## src/rtl/ata_tf_pkg.sv

```systemverilog
package ata_tf_pkg;

    localparam int SEL_W = 3;

    localparam logic [SEL_W-1:0] SEL_DATA  = 3'd0;
    localparam logic [SEL_W-1:0] SEL_FEAT  = 3'd1;
    localparam logic [SEL_W-1:0] SEL_COUNT = 3'd2;
    localparam logic [SEL_W-1:0] SEL_LOW   = 3'd3;
    localparam logic [SEL_W-1:0] SEL_MID   = 3'd4;
    localparam logic [SEL_W-1:0] SEL_HIGH  = 3'd5;
    localparam logic [SEL_W-1:0] SEL_DEV   = 3'd6;
    localparam logic [SEL_W-1:0] SEL_CMD   = 3'd7;

    // paired registers occupy consecutive select codes from SEL_FEAT
    localparam int NUM_PAIRS = 5;
    localparam int IDX_FEAT  = 0;
    localparam int IDX_COUNT = 1;
    localparam int IDX_LOW   = 2;
    localparam int IDX_MID   = 3;
    localparam int IDX_HIGH  = 4;

    localparam int DEV_LBA_BIT  = 6;
    localparam int DEV_SEL_BIT  = 4;
    localparam int CMD_EXT_BIT  = 2;

    typedef enum logic [0:0] {
        CMD_IDLE  = 1'b0,
        CMD_ISSUE = 1'b1
    } cmd_state_t;

endpackage

```

## src/rtl/tf_pair_fifo.sv

```systemverilog
module tf_pair_fifo #(
    parameter int W = 8
) (
    input  logic         clk,
    input  logic         rst,
    input  logic         load,
    input  logic [W-1:0] din,
    output logic [W-1:0] cur,
    output logic [W-1:0] prev
);

    always_ff @(posedge clk) begin
        if (rst) begin
            cur  <= '0;
            prev <= '0;
        end else if (load) begin
            prev <= cur;
            cur  <= din;
        end
    end

endmodule

```

## src/rtl/tf_cmd_fsm.sv

```systemverilog
module tf_cmd_fsm
    import ata_tf_pkg::*;
#(
    parameter int W = 8
) (
    input  logic         clk,
    input  logic         rst,
    input  logic         cmd_wr,
    input  logic [W-1:0] din,
    output logic [W-1:0] cmd_byte,
    output logic         cmd_valid,
    output logic         ext_mode
);

    cmd_state_t state_q;
    cmd_state_t state_d;

    // state register
    always_ff @(posedge clk) begin
        if (rst) state_q <= CMD_IDLE;
        else     state_q <= state_d;
    end

    // transitions
    always_comb begin
        state_d = state_q;
        unique case (state_q)
            CMD_IDLE:  state_d = cmd_wr ? CMD_ISSUE : CMD_IDLE;
            CMD_ISSUE: state_d = cmd_wr ? CMD_ISSUE : CMD_IDLE;
            default:   state_d = CMD_IDLE;
        endcase
    end

    // command byte capture
    always_ff @(posedge clk) begin
        if (rst)         cmd_byte <= '0;
        else if (cmd_wr) cmd_byte <= din;
    end

    // outputs
    always_comb begin
        cmd_valid = 1'b0;
        unique case (state_q)
            CMD_IDLE:  cmd_valid = 1'b0;
            CMD_ISSUE: cmd_valid = 1'b1;
            default:   cmd_valid = 1'b0;
        endcase
        ext_mode = cmd_byte[CMD_EXT_BIT];
    end

endmodule

```

## src/rtl/tf_field_join.sv

```systemverilog
module tf_field_join #(
    parameter int W       = 8,
    localparam int WIDE_W = 6 * W,
    localparam int NARW_W = 3 * W + W / 2,
    localparam int PAIR_W = 2 * W
) (
    input  logic [W-1:0]      low_cur,
    input  logic [W-1:0]      low_prev,
    input  logic [W-1:0]      mid_cur,
    input  logic [W-1:0]      mid_prev,
    input  logic [W-1:0]      high_cur,
    input  logic [W-1:0]      high_prev,
    input  logic [W-1:0]      cnt_cur,
    input  logic [W-1:0]      cnt_prev,
    input  logic [W-1:0]      feat_cur,
    input  logic [W-1:0]      feat_prev,
    input  logic [W-1:0]      dev,
    output logic [WIDE_W-1:0] addr_wide,
    output logic [NARW_W-1:0] addr_narrow,
    output logic [PAIR_W-1:0] cnt_word,
    output logic [PAIR_W-1:0] feat_word
);

    always_comb begin
        addr_wide   = {high_prev, mid_prev, low_prev, high_cur, mid_cur, low_cur};
        addr_narrow = {dev[W/2-1:0], high_cur, mid_cur, low_cur};
        cnt_word    = {cnt_prev, cnt_cur};
        feat_word   = {feat_prev, feat_cur};
    end

endmodule

```

## src/rtl/ata_taskfile_shadow.sv

```systemverilog
module ata_taskfile_shadow
    import ata_tf_pkg::*;
#(
    parameter int W       = 8,
    localparam int WIDE_W = 6 * W,
    localparam int NARW_W = 3 * W + W / 2,
    localparam int PAIR_W = 2 * W
) (
    input  logic              clk,
    input  logic              rst,
    input  logic              wr_en,
    input  logic [SEL_W-1:0]  reg_sel,
    input  logic [W-1:0]      wr_data,
    output logic [WIDE_W-1:0] lba48,
    output logic [NARW_W-1:0] lba28,
    output logic [PAIR_W-1:0] sect_count,
    output logic [PAIR_W-1:0] feature,
    output logic [W-1:0]      dev_reg,
    output logic [W-1:0]      cmd_byte,
    output logic              cmd_valid,
    output logic              ext_mode,
    output logic              lba_mode,
    output logic              dev1_sel
);

    logic [W-1:0] cur_b  [NUM_PAIRS];
    logic [W-1:0] prev_b [NUM_PAIRS];

    for (genvar g = 0; g < NUM_PAIRS; g++) begin : g_pair
        logic hit;
        assign hit = wr_en && (reg_sel == SEL_W'(g + int'(SEL_FEAT)));
        tf_pair_fifo #(.W(W)) u_fifo (
            .clk  (clk),
            .rst  (rst),
            .load (hit),
            .din  (wr_data),
            .cur  (cur_b[g]),
            .prev (prev_b[g])
        );
    end

    always_ff @(posedge clk) begin
        if (rst)                               dev_reg <= '0;
        else if (wr_en && reg_sel == SEL_DEV)  dev_reg <= wr_data;
    end

    assign lba_mode = dev_reg[DEV_LBA_BIT];
    assign dev1_sel = dev_reg[DEV_SEL_BIT];

    tf_cmd_fsm #(.W(W)) u_cmd (
        .clk       (clk),
        .rst       (rst),
        .cmd_wr    (wr_en && reg_sel == SEL_CMD),
        .din       (wr_data),
        .cmd_byte  (cmd_byte),
        .cmd_valid (cmd_valid),
        .ext_mode  (ext_mode)
    );

    tf_field_join #(.W(W)) u_join (
        .low_cur     (cur_b[IDX_LOW]),
        .low_prev    (prev_b[IDX_LOW]),
        .mid_cur     (cur_b[IDX_MID]),
        .mid_prev    (prev_b[IDX_MID]),
        .high_cur    (cur_b[IDX_HIGH]),
        .high_prev   (prev_b[IDX_HIGH]),
        .cnt_cur     (cur_b[IDX_COUNT]),
        .cnt_prev    (prev_b[IDX_COUNT]),
        .feat_cur    (cur_b[IDX_FEAT]),
        .feat_prev   (prev_b[IDX_FEAT]),
        .dev         (dev_reg),
        .addr_wide   (lba48),
        .addr_narrow (lba28),
        .cnt_word    (sect_count),
        .feat_word   (feature)
    );

endmodule

```

## config.mk

```make
export PLATFORM = sky130hd
export DESIGN_NAME = ata_taskfile_shadow
export DESIGN_NICKNAME = d
export VERILOG_FILES = /design/src/rtl/ata_tf_pkg.sv /design/src/rtl/tf_pair_fifo.sv /design/src/rtl/tf_cmd_fsm.sv /design/src/rtl/tf_field_join.sv /design/src/rtl/ata_taskfile_shadow.sv
export SDC_FILE = /design/constraint.sdc
export NUM_CORES = 1
export LEC_CHECK = 0
export CORE_UTILIZATION = 30
export DETAILED_ROUTE_END_ITERATION = 10
export SETUP_SLACK_MARGIN = 0.1
export SKIP_LAST_GASP = 1
export SLEW_MARGIN = 30
export SYNTH_ARGS = -nofsm -noshare
export SYNTH_HDL_FRONTEND = slang
export SYNTH_SLANG_ARGS = --single-unit
```

## constraint.sdc

```tcl
create_clock -name clk -period 1.89 [get_ports clk]
set_input_delay 0.2835 -clock clk [delete_from_list [all_inputs] [get_ports clk]]
set_output_delay 0.2835 -clock clk [all_outputs]
set_load 0.1 [all_outputs]
```

* After elaboration in Yosys (flattened, before gate mapping) *
Cells that the tools add are included.

word-level totals
  flip-flop bits (word level) = 97
  input port bits = 14
  output and inout port bits = 128

cells by class
  equality and inequality tests = 7
  muxes and demuxes = 2
  bitwise logic cells = 1
  reductions and logical operators = 7

operator list
  kind                                           number
  == test 3 bit, second input constant           4
  logical AND 1 bit                              7
  == test 3 x 2 -> 1 bit, second input constant  2
  == test 3 x 1 -> 1 bit, second input constant  1
  case mux 1 bit (2 select lines)                1
  two-way mux 1 bit                              1
  NOT 1 bit                                      1

* Depth between registers and ports, before layout *
Gate-level depths: netlist of run 1.

  depth in word-level cells = 3
  mapped depth = 5
  gate-level depth less buffers = 2

* Modules after synthesis *
Synthesis of run 1 repeated with hierarchy kept, for this count alone.

second synthesis, totals
  cells, all modules = 444
  area total of the unflattened synthesis = 4463.0 sq um

modules (own cells, without submodules)
  module               instances  cells each  area an instance (sq um)  seq. area each (sq um)
  tf_pair_fifo         5          52          580.6                     320.3
  tf_field_join        1          108         810.8                     0.0
  ata_taskfile_shadow  1          47          429.2                     160.2
  tf_cmd_fsm           1          29          320.3                     180.2

* Least setup slack after synthesis of run 1 *
Ideal clock, no wire load.

  kind = register to output
  from = register u_cmd.cmd_byte[2]
  to = output port cmd_byte[2]
  arrival time = 1.374 ns
  required time = 1.607 ns
  path slack = 0.232 ns
  stages on the path, launching flop included = 2
  buffers on the path = 1
  cell sequence = dfxtp_1 > buf_4

RTL lines
  item                    line                       RTL
  from (decl)             tf_cmd_fsm.sv:10           output logic [W-1:0] cmd_byte,
  from (signal assigned)  tf_cmd_fsm.sv:37           else if (cmd_wr) cmd_byte <= din;
  to (decl)               ata_taskfile_shadow.sv:19  output logic [W-1:0] cmd_byte,

No word-level cell between the ends.

* Worst setup path in the final report of run 1 *
  from = input port reg_sel[1]
  to = register g_pair[3].u_fifo.cur[1]

on the way
  longest elaborated chain between the ends = 2

ends and longest elaborated chain
  item                  line                       RTL
  from (decl)           ata_taskfile_shadow.sv:12  input logic [SEL_W-1:0] reg_sel,
  == test 3 bit         ata_taskfile_shadow.sv:31  assign hit = wr_en && (reg_sel == SEL_W'(g + int'(SEL_FEAT)));
  logical AND 1 bit     ata_taskfile_shadow.sv:31
  to (signal assigned)  tf_pair_fifo.sv:18         cur <= din;
  to (decl)             tf_pair_fifo.sv:8          output logic [W-1:0] cur,

Every way passes these cells.
A chain may end at the register's enable or synchronous reset.

==> results.ini, run 1 <==
[outcome]
status = complete, no violations

[run]
cap_violations = 0

[place]
place_ws_ns = 0.174
place_area_um2 = 5100
gp_congestion = 0.713
port_buffers = 141
dp.cells = 640
dpl.hpwl_mm = 6.69

[setup_path]
crit_fanout = 16
critPathKind = input pin to flip-flop
end_kind = flip-flop
crit_path_start = reg_sel[1]
crit_path_start_kind = input pin
cp_data_required_time_ns = 2.15
critPathArrivalTime_ns = 1.62
worst_r2r_startpoint = g_pair[2].u_fifo.cur[6]

[cells_and_area]
finalNetCount = 489
top_regs = g_pair.u_fifo.cur (40), g_pair.u_fifo.prev (40)
final_core_util_pct = 41.1
finalNonFillerCells = 656
drive_gt1_share_pct = 33.1
n_antenna_cell = 0
area_growth_pct = 33.7
design_area_um2 = 5450

[yosys]
ys_ff_latch = 97
synth_area_per_cell_um2 = 11.1
ys.warnings.count = 0
yosysSeqAreaShare_pct = 47.7
syn_nets = 380
netlist_instances = 366
synth.distinct_cells = 14
synth_area_um2 = 4080

[routing]
num_vias = 2812
drt-pass1-iter-count = 4
ant_nets = 0
drc_errors = 0
routed_via_density = 4.29
wl_mm = 9.74
post_drt_wl_per_cell_um = 14.9
drt_iter0_markers = 111

[floorplan]
die_area_um2 = 14100
io_pins = 142
die_w_um = 119
core_um2 = 13200
row_count = 42
start_util_pct = 30.8
die_y_um = 119

[clock_network]
htreeDepth = 3
cts_buffers = 9
cts_resized = 0
post_cts_buffers = 0
cts_root_buf = clkbuf_16
clock_latency_ns = 0.34
cts_tree = built
path_clk_slew_ns = 0.06
clock-sinks = 97
cts_hold_buf = 0
cts_buffer_depth = 2

[power]
p_leak_uw = 0.00270
power.density_nw_per_um2 = 878
vdd_drop_max_mv = 0.461

[sta]
fmax_mhz = 738
period_minus_slack_ns = 1.35
setup_slack_ns = 0.535
worstMarginPinSlew_ns = 0.517
skew_ns = 0.00296
setup-violations-final = 0
fin_tns_setup_ns = 0
finalHoldViolCount = 0
slew_headroom_pct = 65.5
rsz0062_at_grt = false
slew_violations = 0
fin_crit_sh_pct = 71.7

[grt]
grt_pass1_wl_mm = 15.1
antenna_found_initial = 0
grt_max_degree = 60
grt_pass1_vias = 2742
overflow = 0
grt_use_total_pct = 14.1

[min_path]
hold_start = rst
hp-class = input pin to flip-flop

## per-layer routing
layer,track usage [%],vias to the layer above,wire [um]
met4,4.51,0,109
met5,0,-,0
li1,-,1395,-
met3,4.05,10,472
met1,17.8,1329,4550
met2,23.0,78,4620
## area by class of cell
| class | count | area [um^2] |
|---|---|---|
| multi-input cells | 211 | 1720 |
| fillers | 1309 | 7790 |
| well taps | 176 | 220 |
| repair buffers | 156 | 1220 |
| clock inverters | 5 | 103 |
| clock buffers | 11 | 243 |
| flip-flops and latches | 97 | 1940 |
## cell usage after synthesis
master / count / area share [%]
and4bb_1: 2 / 0.61
buf_6: 7 / 1.9
dfxtp_1: 97 / 48
nand4_1: 1 / 0.15
nand2b_1: 104 / 16
buf_2: 8 / 0.98
clkbuf_1: 10 / 0.92
buf_12: 1 / 0.49
nand4bb_1: 3 / 0.83
and4b_1: 1 / 0.25
mux2i_1: 96 / 24
nor2_1: 1 / 0.092
buf_4: 32 / 5.9
nand4b_1: 3 / 0.64
## critical path, stage by stage
cell and delay (ns):
clkdlybuf4s50_1 0.63, nand4bb_1 0.17, buf_4 0.30, mux2i_1 0.22
## cell usage in the layout, fill, tap and decap left out, drive strengths merged
cell / n
buf: 144
clkinvlp: 1
dfxtp: 97
clkbuf: 11
nand4bb: 3
mux2i: 96
clkdlybuf4s50: 12
and4bb: 2
nand4: 1
nand4b: 3
nand2b: 104
clkinv: 1
nor2: 1
bufinv: 3
and4b: 1
## final timing paths
check                              to  slack (ns)  cells after the start
max           g_pair[3].u_fifo.cur[1]        0.54                      4
min                     u_cmd.state_q        0.42                      2
max reg2reg  g_pair[2].u_fifo.prev[6]        1.22                      2
min reg2reg  g_pair[4].u_fifo.prev[1]        0.47                      2
## cell families (layout without fill, tap and decap cells)
kind of cell | after synthesis | in the layout | share of synthesized area, %
buffers and inverters | 58 | 172 | 10.2
DFF | 97 | 97 | 47.7
muxes | 96 | 96 | 23.6
and+or+nand+nor | 115 | 115 | 18.5
## report_power, final
group / leakage [uW] / internal (uW) / total (uW) / switching (uW)
Combinational: 0.00175 / 164 / 602 / 438
Clock: 0.000166 / 1330 / 2090 / 762
Sequential: 0.000783 / 2070 / 2090 / 20.5
## stage by stage
stage                     hold slack (ns)  power [uW]
after global placement              0.461        2740
after floorplan                     0.543        2620
after global routing                0.449        4950
final                               0.422        4780
after CTS                           0.407        4860
after detailed placement            0.461        2750
Note: power is estimated with default switching activity, not from simulation.
==> run 2, diff against run 1 <==
Clock period 1.89 ns to 1.1 ns, I/O delays scaled along.
==> run 2 against run 1 <==
  * Register-to-register slack lost 0.88 ns
  * Worst setup slack lost 0.51 ns
  * Critical path depth shrank 3
  * Worst hold slack lost 0.14 ns
  * Clock skew shrank 0.00075 ns
  * Routed wire length grew 5.8%
  * Global-route usage grew 1.3 points
  * Sequential share of layout area shrank 6.9 points
  * Power grew 61%
  * Critical endpoint is now lba28[26]
  * Largest cell class is now buffers
==> results.ini, run 2 (synthesized netlist as in run 1, its figures left out) <==
[routing]
drt_iter0_markers = 110  ; -0.90%
wl_mm = 10.3  ; +5.8%
post_drt_wl_per_cell_um = 15.1  ; +1.6%
drc_errors = 0  ; unchanged
routed_via_density = 4.29  ; about the same
num_vias = 2930  ; +4.2%
drt-pass1-iter-count = 4  ; unchanged
ant_nets = 0  ; unchanged

[cells_and_area]
seq_area_um2 = 2160  ; +11%
final_core_util_pct = 56.7  ; +16 points
top_regs = g_pair.u_fifo.cur (40), g_pair.u_fifo.prev (40)
n_antenna_cell = 0  ; unchanged
area_growth_pct = 84.1
fill_cells = 1101  ; -16%
drive_gt1_share_pct = 54.8  ; +22 points
final_common_cell = buf_12
multi_input_area_um2 = 1720  ; unchanged
finalNetCount = 516  ; +5.5%
layout.cells.most_common_list = buf_12 (140), nand2b_1 (104), mux2i_1 (96)

[power]
p_comb_share_pct = 16.8  ; +4.2 points
power.density_nw_per_um2 = 1030  ; +17%
power.share.switching_pct = 27.0  ; +1.5 points
seqPwrFrac_pct = 46.3  ; +2.6 points
p_leak_uw = 0.00326  ; +21%
p_clk_share_pct = 36.9  ; -6.8 points
vdd_drop_max_mv = 0.568  ; +23%
p_sw_uw = 2080  ; +71%
p_int_uw = 5620  ; +58%

[setup_path]
critical_path.top_delay_family = flip-flops
critPathKind = flip-flop to output pin
cp_data_required_time_ns = 0.94  ; -1.21 ns
cpPeakStageDelay_ns = 0.39  ; -0.24 ns
r2r_setup_slack_ns = 0.34  ; -0.88 ns
crit_fanout = 3  ; -13
crit_path_start_kind = flip-flop
reg2reg_depth = 3  ; +1
worst_r2r_startpoint = g_pair[4].u_fifo.cur[2]
crit_path_start = dev_reg[2]
critPathBufInv = 1  ; -1
crit_chain = buf_12
cp_slowest_cell = dfxtp_4
end_kind = output pin
rr_endpoint = g_pair[4].u_fifo.prev[2]
critPathArrivalTime_ns = 0.91  ; -0.71 ns

[floorplan]
io_pins = 142  ; unchanged
core_um2 = 13200  ; unchanged
die_w_um = 119  ; unchanged
start_util_pct = 30.8  ; unchanged
die_area_um2 = 14100  ; unchanged
row_count = 42  ; unchanged
die_y_um = 119  ; unchanged

[run]
cap_violations = 0  ; unchanged

[sta]
slew_violations = 0  ; unchanged
finalHoldViolCount = 0  ; unchanged
fin_tns_setup_ns = 0  ; unchanged
period_minus_slack_ns = 1.07
skew_ns = 0.00221  ; -0.000748 ns
rsz0062_at_grt = true
worstMarginPinSlew_ns = 0.370  ; -0.148 ns
setup-violations-final = 0  ; unchanged
slew_headroom_pct = 75.4  ; +9.8 points
fmax_mhz = 934
fin_crit_sh_pct = 97.4

[place]
port_buffers = 141  ; unchanged
gp_congestion = 0.725  ; +1.7%
dpl.hpwl_mm = 7.61  ; +14%

[clock_network]
cts_hold_buf = 0  ; unchanged
cts_buffers = 9  ; unchanged
clock_latency_ns = 0.34  ; about the same
cts_tree = built
htreeDepth = 3  ; unchanged
cts_root_buf = clkbuf_16
cts_buffer_depth = 2  ; unchanged
path_clk_slew_ns = 0.06  ; about the same
clock-sinks = 97  ; unchanged

[min_path]
holdPathStages = 3  ; +1
hold_start = rst
hold_end = u_cmd.state_q
hp-class = input pin to flip-flop

[grt]
grt_pass1_wl_mm = 16.7  ; +11%
overflow = 0  ; unchanged
grt_use_total_pct = 15.4  ; +1.3 points
grt_pass1_vias = 3128  ; +14%
antenna_found_initial = 0  ; unchanged
grt_max_degree = 53  ; -12%

[outcome]
status = complete, no violations

run 2: changes by cell type in the layout (fill, tap and decap cells not counted):
cell | previous run | this run
buf_4 | 141 | 30
buf_12 | 2 | 140
clkinvlp_4 | 1 | 0
dfxtp_2 | 0 | 60
bufinv_16 | 3 | 0
clkbuf_1 | 1 | 6
clkinv_2 | 1 | 0
dfxtp_4 | 0 | 37
dfxtp_1 | 97 | 0
clkdlybuf4s50_1 | 12 | 8
dlygate4sd2_1 | 0 | 4
run 2: layer usage:
metal | vias up | track usage (%) | wire length (um)
met2 | 85 | 26.7 | 5210
met3 | 12 | 3.91 | 541
met5 | - | 0 | 0
li1 | 1447 | - | -
met1 | 1386 | 18.2 | 4430
met4 | 0 | 5.46 | 131
run 2: worst max path at each step:
stage	endpoint	cells past startpoint
after global placement	g_pair[1].u_fifo.cur[7]	5
final	lba28[26]	1
after detailed placement	g_pair[0].u_fifo.cur[7]	4
after CTS	lba28[26]	1
after floorplan	cmd_byte[2]	1
after global routing	lba28[1]	1
run 2: power by group through the flow:
| stage | Combinational [uW] | Sequential (uW) | Clock (uW) |
|---|---|---|---|
| after global routing | 1340 | 3570 | 3080 |
| after detailed placement | 1300 | 3660 | 0 |
| final | 1290 | 3570 | 2840 |
| after floorplan | 498 | 3980 | 0 |
| after CTS | 1300 | 3580 | 2930 |
| after global placement | 1290 | 3660 | 0 |
run 2: cell type report:
type                            instances  share of cell area, %
Tap cell                              176                   2.94
Timing Repair Buffer                  183                   42.0
Sequential cell                        97                   28.7
Clock buffer                           16                   3.49
Multi-Input combinational cell        211                   22.9
run 2: through the flow:
stage / hold WS (ns) / instance area [um^2] / cells / power, uW / worst slack [ns]
global placement: 0.481 / 7120 / 652 / 4950 / -0.382
floorplan: 0.424 / 4380 / 366 / 4470 / -0.0973
detailed placement: 0.483 / 7120 / 652 / 4970 / -0.446
global route: 0.301 / 7500 / 683 / 7990 / 0.00447
finish: 0.280 / 7500 / 683 / 7700 / 0.0289
CTS: 0.276 / 7430 / 676 / 7820 / 0.0108
run 2: timing repair:
item / 4_1_cts / 5_1_grt
pin swaps: 1 / 1
setup endpoints to repair: 224 / 129
buffers inserted: 8 / 7
resized for setup: 5 / 6
==> run 3, diff against run 2 <==
Settings changed: CORE_ASPECT_RATIO set to 1.2.
==> run 3 against run 2 <==
  * First-iteration DRC count shrank 48%
  * Global-route usage is essentially flat
  * Maximum frequency is essentially flat
  * Critical path depth is the same
  * Worst hold slack gained 0.027 ns
  * Flip-flop and latch count is the same
  * Cell count shrank 0.88%
  * Non-clock buffer count grew 2
  * Worst setup slack gained 0.00063 ns
  * Power grew 5.9%
  * Core utilization grew 0.44 points
  * Critical endpoint is now lba28[6]
  * Highest routed layer unchanged
==> results.ini, run 3 (synthesized netlist as in run 1, its figures left out) <==
[power]
p_sw_uw = 2110  ; +1.4%
p_leak_uw = 0.00329  ; +1.0%
fin_total_pwr_uw = 8160  ; +5.9%
seqPwrFrac_pct = 43.6  ; -2.7 points
p_clk_share_pct = 40.4  ; +3.5 points
vdd_drop_max_mv = 0.866  ; +52%
power.share.switching_pct = 25.8  ; -1.2 points
power.density_nw_per_um2 = 1080  ; +5.1%
p_comb_share_pct = 15.9  ; -0.9 points
p_int_uw = 6050  ; +7.6%

[floorplan]
core_um2 = 13200  ; about the same
start_util_pct = 30.8  ; about the same
io_pins = 142  ; unchanged
row_count = 46  ; +9.5%
die_y_um = 130  ; +9.4%
die_w_um = 108  ; -8.6%
die_area_um2 = 14100  ; about the same

[sta]
setup-violations-final = 0  ; unchanged
worstMarginPinSlew_ns = 0.378  ; +0.00842 ns
finalHoldViolCount = 0  ; unchanged
fin_tns_setup_ns = 0  ; unchanged
slew_headroom_pct = 74.8  ; -0.56 points
period_minus_slack_ns = 1.07  ; -0.000630 ns
fmax_mhz = 934  ; about the same
slew_violations = 0  ; unchanged
fin_crit_sh_pct = 97.3  ; about the same
hold_slack_ns = 0.308  ; +0.0273 ns
rsz0062_at_grt = true
skew_ns = 0.00272  ; +0.000513 ns

[setup_path]
crit_chain = buf_12
cpPeakStageDelay_ns = 0.39  ; about the same
path_depth = 1  ; unchanged
critPathBufInv = 1  ; unchanged
end_kind = output pin
critPathKind = flip-flop to output pin
reg2reg_depth = 3  ; unchanged
cp_data_required_time_ns = 0.94  ; about the same
crit_fanout = 3  ; unchanged
cp_slowest_cell = dfxtp_4
critical_path.top_delay_family = flip-flops
critPathArrivalTime_ns = 0.91  ; about the same
crit_path_start_kind = flip-flop

[min_path]
holdPathStages = 2  ; -1
hp-class = input pin to flip-flop

[clock_network]
clock-sinks = 97  ; unchanged
cts_buffers = 9  ; unchanged
htreeDepth = 3  ; unchanged
path_clk_slew_ns = 0.06  ; about the same
cts_hold_buf = 0  ; unchanged
cts_root_buf = clkbuf_16
cts_buffer_depth = 2  ; unchanged
clock_latency_ns = 0.33  ; about the same
cts_tree = built

[cells_and_area]
finalNonFillerCells = 677  ; -0.88%
area_growth_pct = 85.4
n_antenna_cell = 0  ; unchanged
top_regs = g_pair.u_fifo.cur (40), g_pair.u_fifo.prev (40)
final_common_cell = buf_12
layout.cells.most_common_list = buf_12 (139), nand2b_1 (104), mux2i_1 (96)
drive_gt1_share_pct = 56.2  ; +1.4 points
final_core_util_pct = 57.1  ; +0.44 points
finalNetCount = 518  ; +0.39%

[grt]
antenna_found_initial = 0  ; unchanged
grt-busiest-layer = met2
overflow = 0  ; unchanged
grt_util_met2_pct = 27.0  ; +0.26 points
grt_use_total_pct = 15.4  ; about the same
grt_pass1_wl_mm = 16.0  ; -3.8%
use_met1_pct = 18.3  ; +0.071 points
gr-usage-met3_pct = 2.87  ; -1.0 points
grt_max_degree = 38  ; -28%
grt_pass1_vias = 2941  ; -6.0%

[place]
port_buffers = 141  ; unchanged
gp_congestion = 0.695  ; -4.1%
dp.cells = 646  ; -0.92%
dpl.hpwl_mm = 8.02  ; +5.4%

[routing]
num_vias = 2958  ; +0.96%
post_drt_wl_per_cell_um = 15.5  ; +2.8%
drt_iter0_markers = 57  ; -48%
drc_errors = 0  ; unchanged
drt-pass1-iter-count = 4  ; unchanged
wl_mm = 10.5  ; +1.9%
routed_via_density = 4.37  ; +1.9%
ant_nets = 0  ; unchanged

[run]
cap_violations = 0  ; unchanged

[outcome]
status = complete, no violations

run 3: cell types whose count changed in the layout (fill, tap and decap cells not counted), sizes merged:
cell | before | now
clkinvlp | 0 | 1
bufinv | 0 | 2
dlygate4sd2 | 4 | 3
clkinv | 0 | 3
clkbuf | 16 | 11
buf | 171 | 173
run 3: final cells by class:
class / instances / area [um^2]
Clock buffer: 10 / 239
Clock inverter: 6 / 81.3
Fill cell: 1076 / 5680
Multi-Input combinational cell: 211 / 1720
Sequential cell: 97 / 2160
Tap cell: 168 / 210
Timing Repair Buffer: 185 / 3150
run 3: final timing paths:
kind | from | endpoint | slack, ns
worst max-delay path | g_pair[2].u_fifo.cur[6] | lba28[6] | 0.03
worst min-delay path | rst | u_cmd.state_q | 0.31
worst max register to register | g_pair[1].u_fifo.cur[4] | g_pair[1].u_fifo.prev[4] | 0.37
worst min register to register | g_pair[1].u_fifo.prev[5] | g_pair[1].u_fifo.prev[5] | 0.49
run 3: what timing repair did:
item,CTS,global route
cloned,0,0
pin swaps,1,0
endpoints found under the setup margin,225,129
gates resized for setup,5,11
setup buffers,6,9
run 3: stage by stage:
step / area, um^2 / setup WS, ns
floorplan: 4380 / -0.0973
global placement: 7110 / -0.409
detailed placement: 7110 / -0.436
CTS: 7470 / 0.0155
global route: 7560 / 0.00170
finish: 7560 / 0.0295
run 3: power by group through the flow:
stage | Sequential (uW) | Combinational [uW] | Clock (uW)
detailed placement | 3660 | 1310 | 0
global placement | 3660 | 1300 | 0
floorplan | 3980 | 498 | 0
global route | 3560 | 1350 | 3560
CTS | 3580 | 1310 | 3390
finish | 3560 | 1300 | 3300
run 3: metal layers:
metal	vias up	part of all wire [%]
met1	1407	41
met4	0	2.2
li1	1456	-
met2	84	52
met5	-	0
met3	11	4.3
